### src/rtl/clkstop_pkg.sv
package clkstop_pkg;

   typedef enum logic {
      GATE_HALT = 1'b0,
      GATE_RUN  = 1'b1
   } gate_state_e;

   // gating decision shared by both output families
   function automatic gate_state_e next_gate(input logic en,
                                             input logic stoppable,
                                             input logic stop_act);
      return (en && !(stoppable && stop_act)) ? GATE_RUN : GATE_HALT;
   endfunction

endpackage

### src/rtl/clkstop_sync.sv
module clkstop_sync #(
   parameter int STAGES  = 2,
   parameter bit RST_VAL = 1'b1
) (
   input  logic clk,
   input  logic rst_n,
   input  logic din,
   output logic dout
);
   logic [STAGES-1:0] chain;

   always_ff @(posedge clk or negedge rst_n) begin
      if (!rst_n) chain <= {STAGES{RST_VAL}};
      else        chain <= {chain[STAGES-2:0], din};
   end

   assign dout = chain[STAGES-1];
endmodule

### src/rtl/clkstop_cpu_sample.sv
module clkstop_cpu_sample #(
   parameter int EDGES = 2
) (
   input  logic clk,
   input  logic rst_n,
   input  logic src,
   input  logic stop_act,
   output logic req
);
   logic             src_q;
   logic [EDGES-1:0] pipe;
   logic             rise;

   assign rise = src && !src_q;

   always_ff @(posedge clk or negedge rst_n) begin
      if (!rst_n) begin
         src_q <= 1'b0;
         pipe  <= '0;
      end else begin
         src_q <= src;
         if (rise) pipe <= {pipe[EDGES-2:0], stop_act};
      end
   end

   assign req = pipe[EDGES-1];

   // the sampled request only moves on a rising source edge
   assert_sample_edge_R7: assert property (@(posedge clk) disable iff (!rst_n)
      $changed(req) |-> $rose(src_q));
endmodule

### src/rtl/clkstop_bus_lane.sv
module clkstop_bus_lane
   import clkstop_pkg::*;
(
   input  logic clk,
   input  logic rst_n,
   input  logic src,
   input  logic en,
   input  logic stoppable,
   input  logic stop_act,
   output logic clk_out
);
   logic        src_q;
   gate_state_e st;

   always_ff @(posedge clk or negedge rst_n) begin
      if (!rst_n) begin
         src_q <= 1'b0;
         st    <= GATE_HALT;
      end else begin
         src_q <= src;
         // decisions move only while the source is low
         if (!src) st <= next_gate(en, stoppable, stop_act);
      end
   end

   assign clk_out = src_q && (st == GATE_RUN);

   assert_bus_no_cut_R3: assert property (@(posedge clk) disable iff (!rst_n)
      $fell(clk_out) |-> $fell(src_q));

   assert_bus_clean_rise_R5: assert property (@(posedge clk) disable iff (!rst_n)
      $rose(clk_out) |-> $rose(src_q));

   assert_bus_free_R4: assert property (@(posedge clk) disable iff (!rst_n)
      (st == GATE_RUN && !stoppable && en) |=> (st == GATE_RUN));

   assert_bus_disabled_R6: assert property (@(posedge clk) disable iff (!rst_n)
      (!en && !src) |=> !clk_out);
endmodule

### src/rtl/clkstop_cpu_lane.sv
module clkstop_cpu_lane
   import clkstop_pkg::*;
(
   input  logic clk,
   input  logic rst_n,
   input  logic src,
   input  logic en,
   input  logic stoppable,
   input  logic req,
   output logic out_t,
   output logic out_c,
   output logic c_drv
);
   logic        src_q;
   gate_state_e st;

   always_ff @(posedge clk or negedge rst_n) begin
      if (!rst_n) begin
         src_q <= 1'b0;
         st    <= GATE_HALT;
      end else begin
         src_q <= src;
         // decisions move only on a rising source edge
         if (src && !src_q) st <= next_gate(en, stoppable, req);
      end
   end

   assign c_drv = (st == GATE_RUN);
   assign out_t = c_drv ? src_q : 1'b1;
   assign out_c = c_drv ? !src_q : 1'b0;

   assert_cpu_park_R8: assert property (@(posedge clk) disable iff (!rst_n)
      !c_drv |-> (out_t && !out_c));

   assert_cpu_edge_R8: assert property (@(posedge clk) disable iff (!rst_n)
      $changed(c_drv) |-> out_t);

   assert_cpu_comp_R11: assert property (@(posedge clk) disable iff (!rst_n)
      c_drv |-> (out_c != out_t));

   assert_cpu_free_R9: assert property (@(posedge clk) disable iff (!rst_n)
      (c_drv && !stoppable && en) |=> c_drv);
endmodule

### src/rtl/clkstop_gate.sv
module clkstop_gate #(
   parameter int N_BUS            = 10,
   parameter int N_CPU            = 3,
   parameter int SYNC_STAGES      = 2,
   parameter int CPU_SAMPLE_EDGES = 2
) (
   input  logic             clk,
   input  logic             rst_n,
   input  logic             bus_stop_n,
   input  logic             cpu_stop_n,
   input  logic [N_BUS-1:0] bus_src,
   input  logic [N_BUS-1:0] bus_en,
   input  logic [N_BUS-1:0] bus_stoppable,
   input  logic             cpu_src,
   input  logic [N_CPU-1:0] cpu_en,
   input  logic [N_CPU-1:0] cpu_stoppable,
   output logic [N_BUS-1:0] bus_clk,
   output logic [N_CPU-1:0] cpu_t,
   output logic [N_CPU-1:0] cpu_c,
   output logic [N_CPU-1:0] cpu_c_drv
);
   if (N_BUS < 1) begin : g_bad_bus
      $error("clkstop_gate: N_BUS must be at least 1");
   end
   if (N_CPU < 1) begin : g_bad_cpu
      $error("clkstop_gate: N_CPU must be at least 1");
   end
   if (SYNC_STAGES < 2) begin : g_bad_sync
      $error("clkstop_gate: SYNC_STAGES must be at least 2");
   end
   if (CPU_SAMPLE_EDGES < 2) begin : g_bad_edges
      $error("clkstop_gate: CPU_SAMPLE_EDGES must be at least 2");
   end

   logic bus_stop_s, cpu_stop_s;
   logic bus_act, cpu_act, cpu_req;

   clkstop_sync #(.STAGES(SYNC_STAGES), .RST_VAL(1'b1)) u_bus_sync (
      .clk(clk), .rst_n(rst_n), .din(bus_stop_n), .dout(bus_stop_s));

   clkstop_sync #(.STAGES(SYNC_STAGES), .RST_VAL(1'b1)) u_cpu_sync (
      .clk(clk), .rst_n(rst_n), .din(cpu_stop_n), .dout(cpu_stop_s));

   assign bus_act = !bus_stop_s;
   assign cpu_act = !cpu_stop_s;

   clkstop_cpu_sample #(.EDGES(CPU_SAMPLE_EDGES)) u_cpu_sample (
      .clk(clk), .rst_n(rst_n), .src(cpu_src), .stop_act(cpu_act), .req(cpu_req));

   for (genvar i = 0; i < N_BUS; i++) begin : g_bus
      clkstop_bus_lane u_lane (
         .clk(clk), .rst_n(rst_n), .src(bus_src[i]), .en(bus_en[i]),
         .stoppable(bus_stoppable[i]), .stop_act(bus_act), .clk_out(bus_clk[i]));
   end

   for (genvar j = 0; j < N_CPU; j++) begin : g_cpu
      clkstop_cpu_lane u_lane (
         .clk(clk), .rst_n(rst_n), .src(cpu_src), .en(cpu_en[j]),
         .stoppable(cpu_stoppable[j]), .req(cpu_req),
         .out_t(cpu_t[j]), .out_c(cpu_c[j]), .c_drv(cpu_c_drv[j]));
   end

   // reset leaves every output in its rest state
   always_comb begin
      if (!rst_n) begin
         assert_reset_rest_R1: assert (bus_clk == '0 && cpu_t == '1 &&
                                       cpu_c == '0 && cpu_c_drv == '0);
      end
   end
endmodule

### config.mk
export PLATFORM = sky130hd
export DESIGN_NAME = clkstop_gate
export DESIGN_NICKNAME = d
export VERILOG_FILES = /design/src/rtl/clkstop_pkg.sv /design/src/rtl/clkstop_sync.sv /design/src/rtl/clkstop_cpu_sample.sv /design/src/rtl/clkstop_bus_lane.sv /design/src/rtl/clkstop_cpu_lane.sv /design/src/rtl/clkstop_gate.sv
export SDC_FILE = /design/constraint.sdc
export NUM_CORES = 1
export LEC_CHECK = 0
export ABC_CLOCK_PERIOD_IN_PS = 1300
export CAP_MARGIN = 5
export CORE_AREA = 5 5 68 70
export CTS_CLUSTER_SIZE = 25
export DETAILED_ROUTE_END_ITERATION = 6
export DIE_AREA = 0 0 73 75
export DONT_BUFFER_PORTS = 1
export SLEW_MARGIN = 10
export SYNTH_ARGS = -nofsm -noshare
export SYNTH_HDL_FRONTEND = slang
export SYNTH_SLANG_ARGS = --single-unit
export TNS_END_PERCENT = 20
### constraint.sdc
create_clock -name clk -period 1.3 [get_ports clk]
set_clock_uncertainty 0.05 [all_clocks]
set_input_delay 0.26 -clock clk [delete_from_list [all_inputs] [get_ports clk]]
set_output_delay 0.26 -clock clk [all_outputs]
set_load 0.05 [all_outputs]
== Yosys cells after proc, flatten, opt, wreduce, memory -nomap -nowiden ==
Index checks and enable logic that the tools add are counted.
Word-level totals
  logic and storage cells: 99
  register bits: 30
  input bits: 41
Operators by class
  muxes and demuxes: 19
  reductions and logical operators: 53
Operators by type and width (count)
  $logic_and A1 B1 Y1: 37
  $mux W1: 19
  $logic_not A1 Y1: 16

== Depth between registers and ports, before layout ==
  depth in word-level cells: 5
  mapped depth: 3
  depth with buffers taken out: 2

== By module ==
From an unflattened synthesis, not the netlist that was laid out.
Second synthesis, totals
  cell total of the unflattened synthesis: 93
  area, all modules: 1282.5 µm²
Modules (own cells, without submodules)
  clkstop_bus_lane: area an instance 78.8 µm², cells each 6, instances 10
  clkstop_cpu_lane: area an instance 88.8 µm², cells each 7, instances 3
  clkstop_cpu_sample: area an instance 115.1 µm², cells each 6, instances 1
  clkstop_sync: area an instance 52.6 µm², cells each 2, instances 2
  clkstop_gate: area an instance 7.5 µm², cells each 2, instances 1

== Worst setup path before layout ==
No wires, ideal clock.
  path kind: reg2reg
  start: register, netlist name g_cpu[2].u_lane.src_q
  end: register g_cpu[0].u_lane.st
  required time: 1.125 ns
  cell stages (with the launch flop): 4
  data arrival time: 0.922 ns
  slack: 0.203 ns
  buffers on the path: 1
  library setup time: 0.125 ns
  period minus slack after synthesis: 1.097 ns
  cells stage by stage: dfrtp_1 nor2b_1 buf_6 mux2_4
RTL lines
  end signal, assigned: line clkstop_cpu_lane.sv:24  | if (src && !src_q) st <= next_gate(en, stoppable, req);
  end, declared: line clkstop_cpu_lane.sv:15  | gate_state_e st;

==> run_results.csv <==
group,metric,value,unit
run_status,status,"finished with violations",
run_status,failed_checks,"negative setup slack",
setup_path,crit_fanout,4,
timing,drv_slew,0,
route,wl_per_cell,12.6,um
logic_synthesis,syn_area_per_cell,11.4,um^2
setup_path,timing.rr.start,"g_cpu[2].u_lane.src_q",
grt,grt_pass1_vias,850,
grt,grt_usage,8.90,%
die,die_h,75,um
final_layout,fin_cells,190,
clock_tree,tritoncts,"yes",
route,first_iter_violations,25,
timing,clock.fmax,709,MHz
pwr,p_clk_share,31.4,%
worst_hold_path,hp-class,"input pin to flop",
placed_design,placed_cells,166,
logic_synthesis,synth_fp_nets,157,
timing,rsz0062_at_grt,"yes",
timing,finalSetupViolCount,6,
grt,grt_max_degree,31,
setup_path,critPathLaunch,"g_cpu[2].u_lane.src_q",
pwr,finalPower,2.37,mW
setup_path,r2r_cells,4,
job,cap_violations,0,
setup_path,critPathKind,"flop to output port",
worst_hold_path,whs_path_depth,1,
clock_tree,clkTransAtPathRegs,0.06,ns
route,drc_errors,0,
route,routed_via_density,4.27,
pwr,pwr_density_cell,1390,mW/mm^2
setup_path,cp.required,0.99,ns
logic_synthesis,yosysSeqAreaShare,57.2,%
pwr,vdd_drop_max,0.683,mV
logic_synthesis,synth_seq_cells,30,
final_layout,drive_above_1_share,32.9,%
pwr,switching_share,29.1,%
final_layout,area_growth,29.5,%
logic_synthesis,synth_cell_types,13,
timing,period_share,108,%
clock_tree,cts_buffers,5,
grt,gr-total-overflow,0,
final_layout,antennaDiodeCount,0,
clock_tree,cts_root_buf,"clkbuf_8",
placed_design,gp_congestion,0.779,
pwr,power_frac_seq,45.0,%
placed_design,io_buffers,0,
pwr,power.internal,1.68,mW
setup_path,critPathCaptureType,"output port",
timing,worstMarginPinSlew,0.219,ns
pwr,p_switching,690,uW
die,fp.coreArea,0.00391,mm^2
setup_path,start_kind,"flop",
placed_design,hpwl,1650,um
clock_tree,cts_buffer_depth,2,
setup_path,critical_path_arrival,1.10,ns
final_layout,nFillCells,399,
grt,antenna_found_initial,0,
timing,fin_crit,1.41,ns
pwr,power_frac_comb,23.6,%
worst_hold_path,hold_start,"bus_src[1]",
logic_synthesis,syn_inst,116,
logic_synthesis,syn_area,0.00132,mm^2
route,ant_nets,0,
clock_tree,clk_latency,0.27,ns
die,rows,23,
timing,max-slew-margin-rel,85.3,%
clock_tree,htree_levels,2,
pwr,p_leak,0.814,nW
logic_synthesis,yosysWarnings,0,
grt,grt_pass1_wl,3590,um
timing,setup_ws,-0.110,ns
route,num_vias,811,
die,initial_core_util,33.8,%
route,firstDrtPassIters,3,
route,finalWirelength,2390,um
clock_tree,clock_sinks,30,
final_layout,nNetsFinal,180,
timing,hold_viol,0,
die,die_area,0.00548,mm^2
die,fp.dieW,73,um
die,ioPinCount,60,
## cells by family (layout without fill, tap and decap cells)
family                 count (synthesis)  after routing  share of synthesized area (%)
flip-flops                            30             30                           57.2
buffers and inverters                 34             58                           15.6
AO/OA/AOI/OAI                         13             13                           7.39
multiplexers                           5              5                           5.30
AND/OR/NAND/NOR                       34             34                           14.5
## layout by cell type, fill, tap and decap left out
master,n
clkbuf_1,1
buf_4,7
inv_2,1
o31ai_1,10
dfrtp_1,26
clkbuf_8,6
nor2b_1,10
nor2b_2,1
buf_12,1
dlygate4sd3_1,14
inv_1,13
mux2i_1,1
nand2_1,10
and2b_1,2
dfstp_2,4
and2b_2,1
and2_4,6
a21boi_0,3
clkinv_2,1
and2_1,4
mux2_4,4
buf_6,14
## per-layer routing
| layer | track usage [%] | up-vias | part of all wire [%] |
|---|---|---|---|
| li1 | - | 393 | - |
| met1 | 8.83 | 371 | 34 |
| met2 | 14.6 | 44 | 51 |
| met3 | 6.01 | 3 | 13 |
| met4 | 3.69 | 0 | 1.2 |
| met5 | 0 | - | 0 |
## registers in the layout, indices dropped and copies added, names as in the netlist
name / flops
u_bus_sync.chain: 2
g_bus.u_lane.src_q: 10
g_cpu.u_lane.src_q: 1
u_cpu_sample.pipe: 2
u_cpu_sync.chain: 2
g_bus.u_lane.st: 10
g_cpu.u_lane.c_drv: 3
## synth_stat cells (all sizes together)
master	n	area [um^2]
mux2i	1	10.0
nand2	10	37.5
and2b	3	22.5
mux2	4	60.1
buf	20	154
inv	14	52.6
dfrtp	26	651
and2	10	62.6
nor2b	11	68.8
o31ai	10	75.1
dfstp	4	105
a21boi	3	22.5
## power by group through the flow
stage	clock (mW)	sequential, mW	combinational, mW
floorplan	0	1.07	0.433
global placement	0	1.08	0.454
detailed placement	0	1.08	0.461
CTS	0.777	1.06	0.532
global route	0.833	1.08	0.592
finish	0.744	1.07	0.560
## per-stage QoR
step | area [um^2] | setup TNS (ns) | hold WS, ns | setup slack [ns] | utilization, %
after global placement | 1380 | 0 | -0.0846 | 0.191 | 35.3
final | 1710 | -0.559 | 0.0246 | -0.110 | 43.7
after CTS | 1650 | -0.626 | 0.0135 | -0.119 | 42.1
after detailed placement | 1380 | 0 | -0.0847 | 0.162 | 35.3
after floorplan | 1320 | 0 | -0.0856 | 0.203 | -
after global routing | 1710 | -0.889 | 0.00834 | -0.164 | 43.7
## critical path, cell delays in order, from the launching register on
cell	delay, ns
dfrtp_1	0.40
and2b_2	0.25
inv_2	0.04
buf_6	0.14
## layout make-up
cell class | count | area [um^2] | area share [%]
Inverter | 14 | 52.6 | 3.07
Clock inverter | 1 | 5.00 | 0.293
Tap cell | 50 | 62.6 | 3.66
Sequential cell | 30 | 756 | 44.2
Clock buffer | 7 | 86.3 | 5.05
Timing Repair Buffer | 36 | 370 | 21.7
Multi-Input combinational cell | 52 | 378 | 22.1
## timing repair
item	CTS	global route
hold buffers	15	0
buffers inserted	0	1
hold endpoints to repair	43	0
endpoints found under the setup margin	7	16
resized for setup	4	19
## path summary, 6_finish.rpt
kind                                    endpoint  slack, ns
max                                     cpu_t[0]      -0.11
min                           g_bus[1].u_lane.st       0.02
max reg2reg                g_cpu[0].u_lane.c_drv       0.04
min reg2reg                  u_bus_sync.chain[1]       0.30
max in group asynchronous    u_cpu_sync.chain[1]       0.60
min in group asynchronous  g_bus[8].u_lane.src_q       0.36
Power figures use the tool's default switching activity.
